<file path="src/rtl/pwr_mode_pkg.sv">
package pwr_mode_pkg;
  typedef enum logic [1:0] {
    PM_SLEEP  = 2'b00,
    PM_NORMAL = 2'b01,
    PM_FAULT  = 2'b10,
    PM_FSAFE  = 2'b11
  } pm_mode_e;

  localparam int WORD_W  = 16;
  localparam int WD_EN_B = 14;
  localparam int WD_TG_B = 15;
endpackage

</file>
<file path="src/rtl/pm_sync.sv">
module pm_sync #(
  parameter int W = 3
) (
  input  logic         clk,
  input  logic         rst_n,
  input  logic [W-1:0] async_in,
  output logic [W-1:0] sync_out,
  output logic [W-1:0] sync_prev
);
  for (genvar i = 0; i < W; i++) begin : g_bit
    logic s1, s2, s3;
    always_ff @(posedge clk or negedge rst_n) begin
      if (!rst_n) begin
        s1 <= 1'b0;
        s2 <= 1'b0;
        s3 <= 1'b0;
      end else begin
        s1 <= async_in[i];
        s2 <= s1;
        s3 <= s2;
      end
    end
    assign sync_out[i]  = s2;
    assign sync_prev[i] = s3;
  end
endmodule

</file>
<file path="src/rtl/pm_wdog.sv">
module pm_wdog #(
  parameter int TIMEOUT = 64
) (
  input  logic clk,
  input  logic rst_n,
  input  logic run_en,
  input  logic refresh,
  output logic expired
);
  localparam int CW = $clog2(TIMEOUT + 1);
  localparam logic [CW-1:0] LOAD = CW'(TIMEOUT - 1);

  logic [CW-1:0] cnt;

  always_ff @(posedge clk or negedge rst_n) begin
    if (!rst_n)                 cnt <= LOAD;
    else if (!run_en || refresh) cnt <= LOAD;
    else if (cnt != '0)         cnt <= cnt - 1'b1;
  end

  assign expired = run_en && !refresh && (cnt == '0);
endmodule

</file>
<file path="src/rtl/pm_ctrl.sv">
module pm_ctrl
  import pwr_mode_pkg::*;
#(
  parameter int NUM_OUT = 4,
  parameter logic [NUM_OUT-1:0] FS_PATTERN = '0
) (
  input  logic               clk,
  input  logic               rst_n,
  input  logic               wake_s,
  input  logic               run_s,
  input  logic               fsi_s,
  input  logic               sim_fall,
  input  logic               fsi_fall,
  input  logic               arm_edge,
  input  logic [NUM_OUT-1:0] fault_in,
  input  logic               accept,
  input  logic [WORD_W-1:0]  word,
  input  logic               wd_expired,
  output logic               wd_run,
  output logic               wd_refresh,
  output pm_mode_e           mode,
  output logic [NUM_OUT-1:0] out_en,
  output logic               fs_sel,
  output logic               cfg_clr
);
  logic [NUM_OUT-1:0] cmd_q, flt_q, flt_n;
  logic               wd_en_q, wd_tg_q, armed_q, clr_d;
  logic               fs_hold, clr_now;
  pm_mode_e           mode_n;

  assign fs_hold    = (mode == PM_FSAFE) && !(sim_fall || fsi_fall);
  assign clr_now    = !wake_s && !run_s && !fs_hold;
  assign wd_refresh = accept && (word[WD_TG_B] != wd_tg_q);
  assign wd_run     = armed_q && fsi_s && wd_en_q &&
                      ((mode == PM_NORMAL) || (mode == PM_FAULT));

  always_comb begin
    if (clr_now)     flt_n = '0;
    else if (accept) flt_n = fault_in;
    else             flt_n = flt_q | fault_in;
  end

  always_comb begin
    if (fs_hold)         mode_n = PM_FSAFE;
    else if (!run_s)     mode_n = PM_SLEEP;
    else if (wd_expired) mode_n = PM_FSAFE;
    else if (|flt_n)     mode_n = PM_FAULT;
    else                 mode_n = PM_NORMAL;
  end

  always_ff @(posedge clk or negedge rst_n) begin
    if (!rst_n) begin
      cmd_q   <= '0;
      wd_en_q <= 1'b0;
      wd_tg_q <= 1'b0;
    end else if (clr_now) begin
      cmd_q   <= '0;
      wd_en_q <= 1'b0;
      wd_tg_q <= 1'b0;
    end else if (accept) begin
      cmd_q   <= word[NUM_OUT-1:0];
      wd_en_q <= word[WD_EN_B];
      wd_tg_q <= word[WD_TG_B];
    end
  end

  always_ff @(posedge clk or negedge rst_n) begin
    if (!rst_n) begin
      flt_q   <= '0;
      armed_q <= 1'b0;
      mode    <= PM_SLEEP;
      clr_d   <= 1'b1;
      cfg_clr <= 1'b0;
    end else begin
      flt_q   <= flt_n;
      mode    <= mode_n;
      clr_d   <= clr_now;
      cfg_clr <= clr_now && !clr_d;
      if (!fsi_s || clr_now) armed_q <= 1'b0;
      else if (arm_edge)     armed_q <= 1'b1;
    end
  end

  always_comb begin
    fs_sel = 1'b0;
    unique case (mode)
      PM_SLEEP:  out_en = '0;
      PM_FSAFE: begin
        out_en = FS_PATTERN;
        fs_sel = 1'b1;
      end
      default:   out_en = cmd_q & ~flt_q;
    endcase
  end
endmodule

</file>
<file path="src/rtl/pwr_mode_ctrl.sv">
module pwr_mode_ctrl
  import pwr_mode_pkg::*;
#(
  parameter int NUM_OUT = 4,
  parameter int TIMEOUT = 64,
  parameter logic [NUM_OUT-1:0] FS_PATTERN = 4'b1001
) (
  input  logic               clk,
  input  logic               rst_n,
  input  logic               wake_pin,
  input  logic               run_pin,
  input  logic               fsi_pin,
  input  logic [NUM_OUT-1:0] fault_in,
  input  logic               frame_valid,
  output logic               frame_ready,
  input  logic [15:0]        frame_data,
  output logic [1:0]         mode,
  output logic [NUM_OUT-1:0] out_en,
  output logic               fs_sel,
  output logic               cfg_clr
);
  logic [2:0] pin_s, pin_d;
  logic wake_s, run_s, fsi_s, wake_d, run_d, fsi_d;
  logic sim_fall, fsi_fall, arm_edge, accept;
  logic wd_run, wd_refresh, wd_expired;
  pm_mode_e mode_e;

  pm_sync #(.W(3)) u_sync (
    .clk(clk), .rst_n(rst_n),
    .async_in({fsi_pin, run_pin, wake_pin}),
    .sync_out(pin_s), .sync_prev(pin_d)
  );

  assign {fsi_s, run_s, wake_s} = pin_s;
  assign {fsi_d, run_d, wake_d} = pin_d;
  assign sim_fall    = wake_d && run_d && !wake_s && !run_s;
  assign fsi_fall    = fsi_d && !fsi_s;
  assign arm_edge    = fsi_s && ((wake_s && !wake_d) || (run_s && !run_d));
  assign frame_ready = wake_s || run_s;
  assign accept      = frame_valid && frame_ready;

  pm_wdog #(.TIMEOUT(TIMEOUT)) u_wdog (
    .clk(clk), .rst_n(rst_n), .run_en(wd_run),
    .refresh(wd_refresh), .expired(wd_expired)
  );

  pm_ctrl #(.NUM_OUT(NUM_OUT), .FS_PATTERN(FS_PATTERN)) u_ctrl (
    .clk(clk), .rst_n(rst_n),
    .wake_s(wake_s), .run_s(run_s), .fsi_s(fsi_s),
    .sim_fall(sim_fall), .fsi_fall(fsi_fall), .arm_edge(arm_edge),
    .fault_in(fault_in), .accept(accept), .word(frame_data),
    .wd_expired(wd_expired), .wd_run(wd_run), .wd_refresh(wd_refresh),
    .mode(mode_e), .out_en(out_en), .fs_sel(fs_sel), .cfg_clr(cfg_clr)
  );

  assign mode = mode_e;
endmodule

</file>
<file path="config.mk">
export PLATFORM = sky130hd
export DESIGN_NAME = pwr_mode_ctrl
export DESIGN_NICKNAME = d
export VERILOG_FILES = /design/src/rtl/pwr_mode_pkg.sv /design/src/rtl/pm_sync.sv /design/src/rtl/pm_wdog.sv /design/src/rtl/pm_ctrl.sv /design/src/rtl/pwr_mode_ctrl.sv
export SDC_FILE = /design/constraint.sdc
export NUM_CORES = 1
export LEC_CHECK = 0
export CAP_MARGIN = 10
export CORE_UTILIZATION = 30
export CTS_CLUSTER_DIAMETER = 120
export DETAILED_ROUTE_END_ITERATION = 12
export DONT_BUFFER_PORTS = 1
export PLACE_DENSITY_LB_ADDON = 0.2
export SETUP_SLACK_MARGIN = 0.5
export SLEW_MARGIN = 20
export SYNTH_ARGS = -nofsm -noshare
export SYNTH_HDL_FRONTEND = slang
export SYNTH_HIERARCHICAL = 1
export SYNTH_SLANG_ARGS = --single-unit
</file>
<file path="constraint.sdc">
create_clock -name clk -period 5.7 [get_ports clk]
set_input_delay 0.57 -clock clk [delete_from_list [all_inputs] [get_ports clk]]
set_output_delay 0.57 -clock clk [all_outputs]
set_load 0.005 [all_outputs]
</file>
== After elaboration in Yosys (flattened, before gate mapping) ==
Index checks and enable logic that the tools add are counted.
Word-level totals
  input bits: 26
  logic and storage cells: 85
  register bits: 31
  output and inout port bits: 9
Cells by class
  add/subtract/negate cells: 1
  bitwise logic cells: 3
  reductions and logical operators: 41
  multiplexer cells: 18
  eq/ne operators: 4
Operators by type and width (number)
  1-bit logical AND: 18
  4-bit 2-to-1 mux: 4
  7-bit 2-to-1 mux: 2
  1-bit zero test: 10
  2-bit 2-to-1 mux: 4
  4-bit case mux with 2 select lines: 1
  7-bit zero test: 1
  1-bit 2-to-1 mux: 7
  7-bit nonzero test: 1
  7-bit by 1-bit subtractor with 7-bit output (second input constant): 1
  1-bit logical OR: 6
  2-bit nonzero test: 3
  4-bit bitwise AND: 1
  2-bit == test (second input constant): 2
  4-bit inverter: 1
  4-bit bitwise OR: 1
  4-bit OR reduction: 1
  2-bit by 1-bit == test with 1-bit output (second input constant): 1
  2-bit zero test: 1
  1-bit inequality test: 1

== Depth between registers and ports, before layout ==
Gate-level depths: netlist of the first run.
  word-level depth: 14
  depth in mapped cells: 10

== By module ==
Netlist of the first run, hierarchy kept.
Modules (own cells, without submodules)
  pm_ctrl: cells each 61, times used 1, seq. area each 376.6 um^2, area each 678.2 um^2
  pm_wdog: cells each 39, times used 1, seq. area each 182.7 um^2, area each 421.7 um^2
  pm_sync: cells each 15, times used 1, seq. area each 225.2 um^2, area each 270.3 um^2
  pwr_mode_ctrl: cells each 8, times used 1, seq. area each 0.0 um^2, area each 51.3 um^2

== Worst setup path after synthesis of the first run ==
No wires, ideal clock.
  path type: register -> register
  start point: register u_sync.g_bit[0].s2
  end point: register u_ctrl.mode[1]
  slack: 3.815 ns
  library setup time: 0.064 ns
  period minus slack after synthesis: 1.885 ns
  buffers on the path: 2
  arrival: 1.821 ns
  stages on the path, launching flop included: 11
  path through: dfrtp_1 buf_4 or2_4 and2_4 buf_2 inv_1 nor2_1 nor2b_1 and3_1 a21oi_1 a21bo_1
On the way
  elaborated cells between the ends (all ways): 22
  those cells by class: 6 x mux; 16 x reduce/logical
RTL lines
  start: declaration: RTL line pm_sync.sv:11  | logic s1, s2, s3;
  start signal: assignment: RTL line pm_sync.sv:15  | s2 <= 1'b0;
  start signal: assignment: RTL line pm_sync.sv:19  | s2 <= s1;
  1-bit logical OR: RTL line pwr_mode_ctrl.sv:39  | assign frame_ready = wake_s || run_s;
  net frame_ready: RTL line pwr_mode_ctrl.sv:15  | output logic frame_ready,
  1-bit logical AND: RTL line pwr_mode_ctrl.sv:40  | assign accept = frame_valid && frame_ready;
  net accept: RTL line pwr_mode_ctrl.sv:24  | logic sim_fall, fsi_fall, arm_edge, accept;
  1-bit logical AND: RTL line pm_ctrl.sv:33  | assign wd_refresh = accept && (word[WD_TG_B] != wd_tg_q);
  net wd_refresh: RTL line pwr_mode_ctrl.sv:25  | logic wd_run, wd_refresh, wd_expired;
  1-bit zero test: RTL line pm_wdog.sv:21  | assign expired = run_en && !refresh && (cnt == '0);
  1-bit logical AND (2 in series): RTL line pm_wdog.sv:21
  net wd_expired: RTL line pwr_mode_ctrl.sv:25
  2-bit 2-to-1 mux: RTL line pm_ctrl.sv:46  | else if (wd_expired) mode_n = PM_FSAFE;
  2-bit 2-to-1 mux: RTL line pm_ctrl.sv:45  | else if (!run_s) mode_n = PM_SLEEP;
  2-bit 2-to-1 mux: RTL line pm_ctrl.sv:44  | if (fs_hold) mode_n = PM_FSAFE;
  net u_ctrl.mode_n[1]: RTL line pm_ctrl.sv:29  | pm_mode_e mode_n;
  end signal: assignment: RTL line pm_ctrl.sv:76  | mode <= mode_n;
  end: declaration: RTL line pm_ctrl.sv:21  | output pm_mode_e mode,
The timed path passes the listed nets, and every way through them passes these cells.
A chain may end at the register's enable or synchronous reset.

== Worst setup path in the final report of the first run ==
  start point: register u_sync.g_bit[1].s2
  end point: register u_ctrl.mode[1]
On the way
  elaborated cells between the ends (all ways): 21
  those cells by class: 6 x mux; 15 x reduce/logical
RTL lines (RTL line)
  start: declaration: pm_sync.sv:11
  start signal: assignment: pm_sync.sv:15
  start signal: assignment: pm_sync.sv:19
  1-bit logical OR: pwr_mode_ctrl.sv:39
  net frame_ready: pwr_mode_ctrl.sv:15
  1-bit logical AND: pwr_mode_ctrl.sv:40
  net accept: pwr_mode_ctrl.sv:24
  1-bit logical AND: pm_ctrl.sv:33
  net wd_refresh: pwr_mode_ctrl.sv:25
  1-bit zero test: pm_wdog.sv:21
  1-bit logical AND (2 in series): pm_wdog.sv:21
  net wd_expired: pwr_mode_ctrl.sv:25
  2-bit 2-to-1 mux: pm_ctrl.sv:46
  2-bit 2-to-1 mux: pm_ctrl.sv:45
  2-bit 2-to-1 mux: pm_ctrl.sv:44
  net u_ctrl.mode_n[1]: pm_ctrl.sv:29
The timed path passes the listed nets, and every way through them passes these cells.

==> results.tsv, run 1 <==
stage	metric	value	unit
sta	setup TNS	0	ns
layout	Layout Nets	152	
clock_tree	Post CTS Setup Buffer Count	0	
global_routing	GR Util All Layers	0.123	
synthesis	Synth Area in Adders	0.0264	
run	# Max-Cap Violations	0	
global_routing	GR Layer Usage met1	0.150	
layout	commonest non-fill, non-tap cell in the layout	dfrtp_1	
synthesis	register area share after synthesis	0.552	
power	Peak supply drop	0.104	mV
floorplanning	die width	70.8	microns
layout	share of cells above drive strength 1	0.185	
synthesis	number of enable flip-flop cells after synthesis	0	
sta	min Tclk post-route	2.01	ns
global_routing	GRT Residual Overflow	0	
synthesis	largest family of logic cells by synthesized area	simple AND/OR/NAND/NOR gates	
worst_setup_path	crit-path max FO	8	
synthesis	leading area contributor after synthesis	dfrtp_1	
placement	port bufs	0	
worst_setup_path	worst setup path category	register to register	
synthesis	Post-synth ARST share	1.00	
global_routing	vias in the first global route	876	
synthesis	post-synthesis mux area share	0.0423	
synthesis	Unique masters post-synth	40	
sta	RSZ-0062 raised after global routing	false	
detailed_routing	# DRC	0	
sta	Setup WS post-layout	3.69	ns
floorplanning	core footprint	0.00444	sq mm
clock_tree	CTS tree	yes	
floorplanning	DIE AREA	0.00502	sq mm
global_routing	largest net degree at the start of global routing	25	
global_routing	initial antenna violation count	0	
placement	detailed placement HPWL	1.87	mm
detailed_routing	first drt pass iteration count	6	
global_routing	global-route wire length before repair	4.39	mm
global_routing	met3 global-route usage	0.0584	
synthesis	Synth Area in Simple Gates	0.201	
clock_tree	Clock transition at path regs	0.07	ns
synthesis	Most used DFF post-synth	dfrtp_1	
status	outcome	finished clean	
clock_tree	CTS max path bufs	2	
synthesis	Syn Nets	152	
detailed_routing	post-DR vias/cell	5.11	
layout	Layout Cells excl Fill	176	
detailed_routing	initial DRC count	48	
detailed_routing	Vias	899	
sta	final clock skew	0.00699	ns
global_routing	gr busiest metal	met2	
sta	Final Hold Fails	0	
worst_hold_path	Tightest Hold Check Type	input pin to async pin	
detailed_routing	DR WL/cell	15.4	microns
sta	Rel. slew slack	0.507	
floorplanning	Row Count	24	
sta	Fmax achieved	0.498	GHz
sta	Final Max Slew Viols	0	
floorplanning	I/O pin count	35	
detailed_routing	Routed Antenna Nets	0	
worst_setup_path	critical path required time	5.93	ns
detailed_routing	routed wire length	2.71	mm
worst_setup_path	Arr. time, crit path	2.24	ns
sta	worst-margin pin slew	0.736	ns
clock_tree	CTS H-tree depth	2	
clock_tree	later-pin clock latency in the skew report	0.29	ns
floorplanning	Starting Density	0.320	
synthesis	Synth Area in Compound Gates	0.116	
clock_tree	CTS sink count	31	
power	leakage	0.674	nW
synthesis	yosys warns	6	
clock_tree	TritonCTS Buffers	5	
power	PwrDens	309	mW/mm^2
synthesis	Synth top area share	0.423	
placement	routability congestion estimate	0.825	
layout	Area Overhead vs Synth	9.16	%
layout	commonest cells after routing, fill and taps aside	dfrtp_1 (24), nor2_1 (14), a21oi_1 (8)	
worst_setup_path	CP endpoint kind	register	
floorplanning	Die H	70.8	microns
synthesis	Seq cells post-synth	31	
synthesis	synth top area cells	dfrtp_1 (42%), dfstp_2 (13%), mux2i_1 (4.2%)	
global_routing	met2 Use GR	0.184	
clock_tree	clk root buf	clkbuf_8	
placement	cell count after placement	167	
placement	dpl ws	3.69	ns
worst_setup_path	CP startpoint kind	register	
sta	Finish-stage setup viols	0	
layout	Antenna Cells	0	
synthesis	Mean Syn Cell Area	11.6	sq um
synthesis	Post-Synth XOR/XNOR Area	0.00616	
synthesis	cell count after synthesis	123	
sta	fin crit share	0.353	
synthesis	synthesized cell area	0.00142	sq mm
-- layout make-up --
type                       count  area, sq um
timing repair buffer           1         20.0
inverter                       5         18.8
multi-input combinational     79          557
fill                         449         2890
clock inverter                 1         30.0
clock buffer                   7         76.3
sequential                    31          785
tap                           52         65.1
-- metal layers --
metal	vias to the layer above	routed length, microns
li1	428	-
met1	444	1210
met3	6	157
met4	0	44
met2	21	1300
met5	-	0
-- worst paths after layout --
| check | slack (ns) | start | end | depth (start not counted) |
|---|---|---|---|---|
| max | 3.69 | u_sync/g_bit[1].s2 | u_ctrl/mode[1] | 8 |
| min | 0.09 | rst_n | u_ctrl/cmd_q[1] | 1 |
| max reg2reg | 3.69 | u_sync/g_bit[1].s2 | u_ctrl/mode[1] | 8 |
| min reg2reg | 0.35 | u_sync/g_bit[2].s1 | u_sync/g_bit[2].s2 | 0 |
| max in group asynchronous | 5.46 | rst_n | u_wdog/cnt[6] | 1 |
| min in group clk | 0.31 | wake_pin | u_sync/g_bit[0].s1 | 0 |
-- sequential cells by signal, indices dropped and copies added, names as in the netlist, 2 cells and up --
register / count
u_ctrl/cmd_q: 4
u_ctrl/flt_q: 4
u_ctrl/mode: 2
u_sync/g_bit.s1: 3
u_sync/g_bit.s2: 3
u_sync/g_bit.s3: 3
u_wdog/cnt: 7
-- where the power goes --
part / internal, mW / switching [mW]
Combinational: 0.0127 / 0.0152
Sequential: 0.233 / 0.00806
Clock: 0.131 / 0.0806
Total: 0.376 / 0.104
-- cells in the mapped netlist (2+ instances only) --
cell and count:
nand2b_1 4, dfrtp_1 24, o21ai_0 6, ha_1 3, a21oi_1 8, o31ai_1 3
dfstp_2 7, nor2b_1 2, mux2i_1 6, nor2_1 14, o211ai_1 2, nand2_1 3
nor4_1 3, and3_1 3, inv_1 5, buf_4 6
-- worst max-delay path, cell delays in order, from the launching register on --
cell and delay, ns:
dfrtp_1 0.46, or2_4 0.28, and2_4 0.21, inv_1 0.14
nor2_1 0.09, nor2b_1 0.28, and3_1 0.23, a21oi_1 0.09
a21bo_1 0.19
-- repair_timing --
action / CTS / global route
hold buffers: 1 / 0
gates resized for setup: 0 / 0
endpoints found under the setup margin: 0 / 0
hold endpoints to repair: 24 / 0
-- stage by stage --
| stage | area, sq um | util | hold slack (ns) | power (mW) |
|---|---|---|---|---|
| after floorplan | 1420 | - | 0.274 | 0.266 |
| after global placement | 1430 | 0.321 | 0.275 | 0.267 |
| after detailed placement | 1430 | 0.321 | 0.275 | 0.268 |
| after CTS | 1550 | 0.349 | 0.0852 | 0.488 |
| after global routing | 1550 | 0.349 | 0.0803 | 0.505 |
| final | 1550 | 0.349 | 0.0861 | 0.480 |
-- kinds of logic (layout without fill, tap and decap cells) --
family / after synthesis / in the layout
flip-flops: 31 / 31
buffers and inverters: 13 / 14
AO/OA/AOI/OAI: 25 / 25
multiplexers: 6 / 6
adder cells (fa/ha/maj): 3 / 3
AND/OR/NAND/NOR: 44 / 44
XOR/XNOR: 1 / 1
Note: power is estimated with default switching activity, not from simulation.
==> run 2, diff against run 1 <==
- ABC_AREA: not set -> 1
- clock period: 5.7 -> 2 ns (I/O delays scaled with it)
==> results.tsv, run 2 <==
stage	metric	value	unit
layout	post-layout util	0.408	
synthesis	post-synthesis mux area share	0	
sta	Final Max Slew Viols	0	
placement	placed inst area	0.00155	sq mm
worst_setup_path	CP endpoint kind	register	
sta	setup TNS	0	ns
floorplanning	I/O pin count	35	
global_routing	vias in the first global route	1081	
synthesis	leading area contributor after synthesis	dfrtp_1	
sta	Fmax achieved	0.686	GHz
synthesis	Mean Syn Cell Area	8.17	sq um
synthesis	Most used DFF post-synth	dfrtp_1	
synthesis	cell count after synthesis	185	
detailed_routing	initial DRC count	49	
synthesis	yosys warns	6	
sta	RSZ-0062 raised after global routing	true	
layout	commonest cells after routing, fill and taps aside	nand2_1 (42), inv_1 (29), dfrtp_1 (22)	
global_routing	largest net degree at the start of global routing	32	
synthesis	number of enable flip-flop cells after synthesis	0	
synthesis	synth cell count leaders	nand2_1 (52), inv_1 (35), dfrtp_1 (24), nor2_1 (12), nand3_1 (10)	
worst_setup_path	Arr. time, crit path	1.68	ns
sta	worst hold slack	0.123	ns
clock_tree	later-pin clock latency in the skew report	0.28	ns
floorplanning	Die H	73.0	microns
worst_setup_path	worst setup path category	register to register	
power	Peak supply drop	0.290	mV
placement	routability congestion estimate	0.755	
synthesis	synth top area cells	dfrtp_1 (40%), nand2_1 (13%), dfstp_2 (12%)	
synthesis	largest family of logic cells by synthesized area	simple AND/OR/NAND/NOR gates	
synthesis	Synth top area share	0.397	
synthesis	Syn Nets	214	
layout	Most flops, register	u_wdog/cnt	
clock_tree	TritonCTS Buffers	5	
synthesis	most frequent cell after synthesis	nand2_1	
worst_setup_path	most numerous cell on the critical path	inv_2	
sta	worst-margin pin slew	0.252	ns
global_routing	GRT Residual Overflow	0	
sta	Rel. slew slack	0.831	
clock_tree	Clock transition at path regs	0.07	ns
worst_setup_path	critical path required time	2.22	ns
global_routing	initial antenna violation count	0	
worst_setup_path	Top Family by Delay on Critical Path	simple AND/OR/NAND/NOR gates	
worst_setup_path	Max stage delay on crit path	0.43	ns
sta	min Tclk post-route	1.46	ns
worst_setup_path	Crit path buffers/inverters	4	
detailed_routing	DR WL/cell	10.8	microns
status	outcome	finished clean	
power	leakage	0.947	nW
floorplanning	die width	73.0	microns
floorplanning	Starting Density	0.316	
clock_tree	CTS sink count	31	
floorplanning	DIE AREA	0.00533	sq mm
sta	final clock skew	0.00585	ns
worst_hold_path	Tightest Hold Check Type	input pin to register	
worst_setup_path	crit path from	u_ctrl/mode[1]	
clock_tree	CTS max path bufs	2	
synthesis	Post-synth ARST share	1.00	
placement	port bufs	0	
placement	detailed placement HPWL	1.94	mm
detailed_routing	Routed Antenna Nets	0	
power	PwrDens	820	mW/mm^2
run	# Max-Cap Violations	0	
layout	Layout Nets	225	
synthesis	Synth Area in Compound Gates	0.0671	
worst_setup_path	slowest CP cell	dfrtp_1	
synthesis	Synth Area in Simple Gates	0.245	
detailed_routing	routed wire length	2.85	mm
worst_setup_path	Reg2Reg Launch Point	u_ctrl/mode[1]	
synthesis	Seq cells post-synth	31	
global_routing	global-route wire length before repair	4.97	mm
worst_setup_path	crit-path cells	ha_4 > inv_8 > nor2_4 > inv_2 > nor2_4 > nand3_2 > inv_2 > inv_2 > nand3_1 > nand2_1 > nand2_1	
sta	Finish-stage setup viols	0	
clock_tree	CTS H-tree depth	2	
detailed_routing	# DRC	0	
synthesis	register area share after synthesis	0.519	
synthesis	Synth Area in Adders	0.0248	
layout	Antenna Cells	0	
worst_setup_path	crit-path max FO	6	
clock_tree	clk root buf	clkbuf_8	
sta	fin crit share	0.729	
layout	share of cells above drive strength 1	0.340	
detailed_routing	first drt pass iteration count	5	
synthesis	synthesized cell area	0.00151	sq mm
detailed_routing	Vias	1106	
worst_hold_path	HP Start	frame_data[15]	
floorplanning	core footprint	0.00479	sq mm
floorplanning	Row Count	25	
clock_tree	CTS tree	yes	
synthesis	Unique masters post-synth	23	
synthesis	Post-Synth XOR/XNOR Area	0.0116	
layout	Regs by FF count	u_wdog/cnt: 7 flops, u_ctrl/cmd_q: 4 flops, u_ctrl/flt_q: 4 flops	
detailed_routing	post-DR vias/cell	4.19	
sta	Final Hold Fails	0	
layout	commonest non-fill, non-tap cell in the layout	nand2_1	
layout	Area Overhead vs Synth	29.1	%
layout	max FFs per register	7	
worst_setup_path	CP startpoint kind	register	
global_routing	GR Util All Layers	0.129	
layout	final instance area	0.00195	sq mm
-- run 2: cells by family (layout without fill, tap and decap cells) --
| group | count (synthesis) | count (layout) |
|---|---|---|
| AND/OR/NAND/NOR | 85 | 85 |
| buffers and inverters | 46 | 58 |
| flip-flops | 31 | 31 |
| AO/OA/AOI/OAI | 18 | 18 |
| adder cells (fa/ha/maj) | 3 | 3 |
| XOR/XNOR | 2 | 2 |
-- run 2: worst reg2reg max path, cell delays in order, from the launching register on --
cell and delay, ns:
dfrtp_1 0.43, ha_4 0.31, inv_8 0.06, nor2_4 0.08
inv_2 0.04, nor2_4 0.12, nand3_2 0.10, inv_2 0.06
inv_2 0.03, nand3_1 0.07, nand2_1 0.05, nand2_1 0.05
-- run 2: repair_timing --
item	in CTS	in global routing
hold endpoints to repair	34	0
hold buffers	5	0
setup buffers	3	2
resized for setup	12	35
setup endpoints to repair	9	18
pin swaps	1	11
-- run 2: final cells by class --
cell class,instances,area (sq um)
fillers,499,2840
flip-flops and latches,31,787
multi-input cells,108,658
inverters,38,153
repair buffers,12,133
well taps,67,83.8
clock buffers,5,68.8
clock inverters,3,67.6
-- run 2: per-stage QoR --
step | instances | worst slack (ns) | total power [mW]
after floorplan | 185 | 0.566 | 0.778
after global placement | 246 | 0.331 | 0.794
after detailed placement | 246 | 0.339 | 0.794
after CTS | 262 | 0.439 | 1.59
after global routing | 264 | 0.422 | 1.69
final | 264 | 0.543 | 1.60
-- run 2: per-layer routing --
layer	GRT usage	part of all wire
met2	0.198	0.48
met4	0.0719	0.024
met1	0.163	0.45
met5	0	0
met3	0.0373	0.043
-- run 2: path summary, 6_finish.rpt --
kind	to	slack, ns	cells after the start
worst max-delay path	u_ctrl/mode[1]	0.54	11
worst min-delay path	u_ctrl/wd_tg_q	0.12	4
worst max register to register	u_ctrl/mode[1]	0.54	11
worst min register to register	u_sync/g_bit[0].s2	0.35	0
max in group asynchronous	u_ctrl/clr_d	1.39	2
min in group asynchronous	u_ctrl/flt_q[3]	0.35	2
-- run 2: report_power, final --
group | total (mW) | internal, mW | switching, mW
clock | 0.738 | 0.497 | 0.241
combinational | 0.173 | 0.0695 | 0.103
sequential | 0.689 | 0.665 | 0.0244
total | 1.60 | 1.23 | 0.369
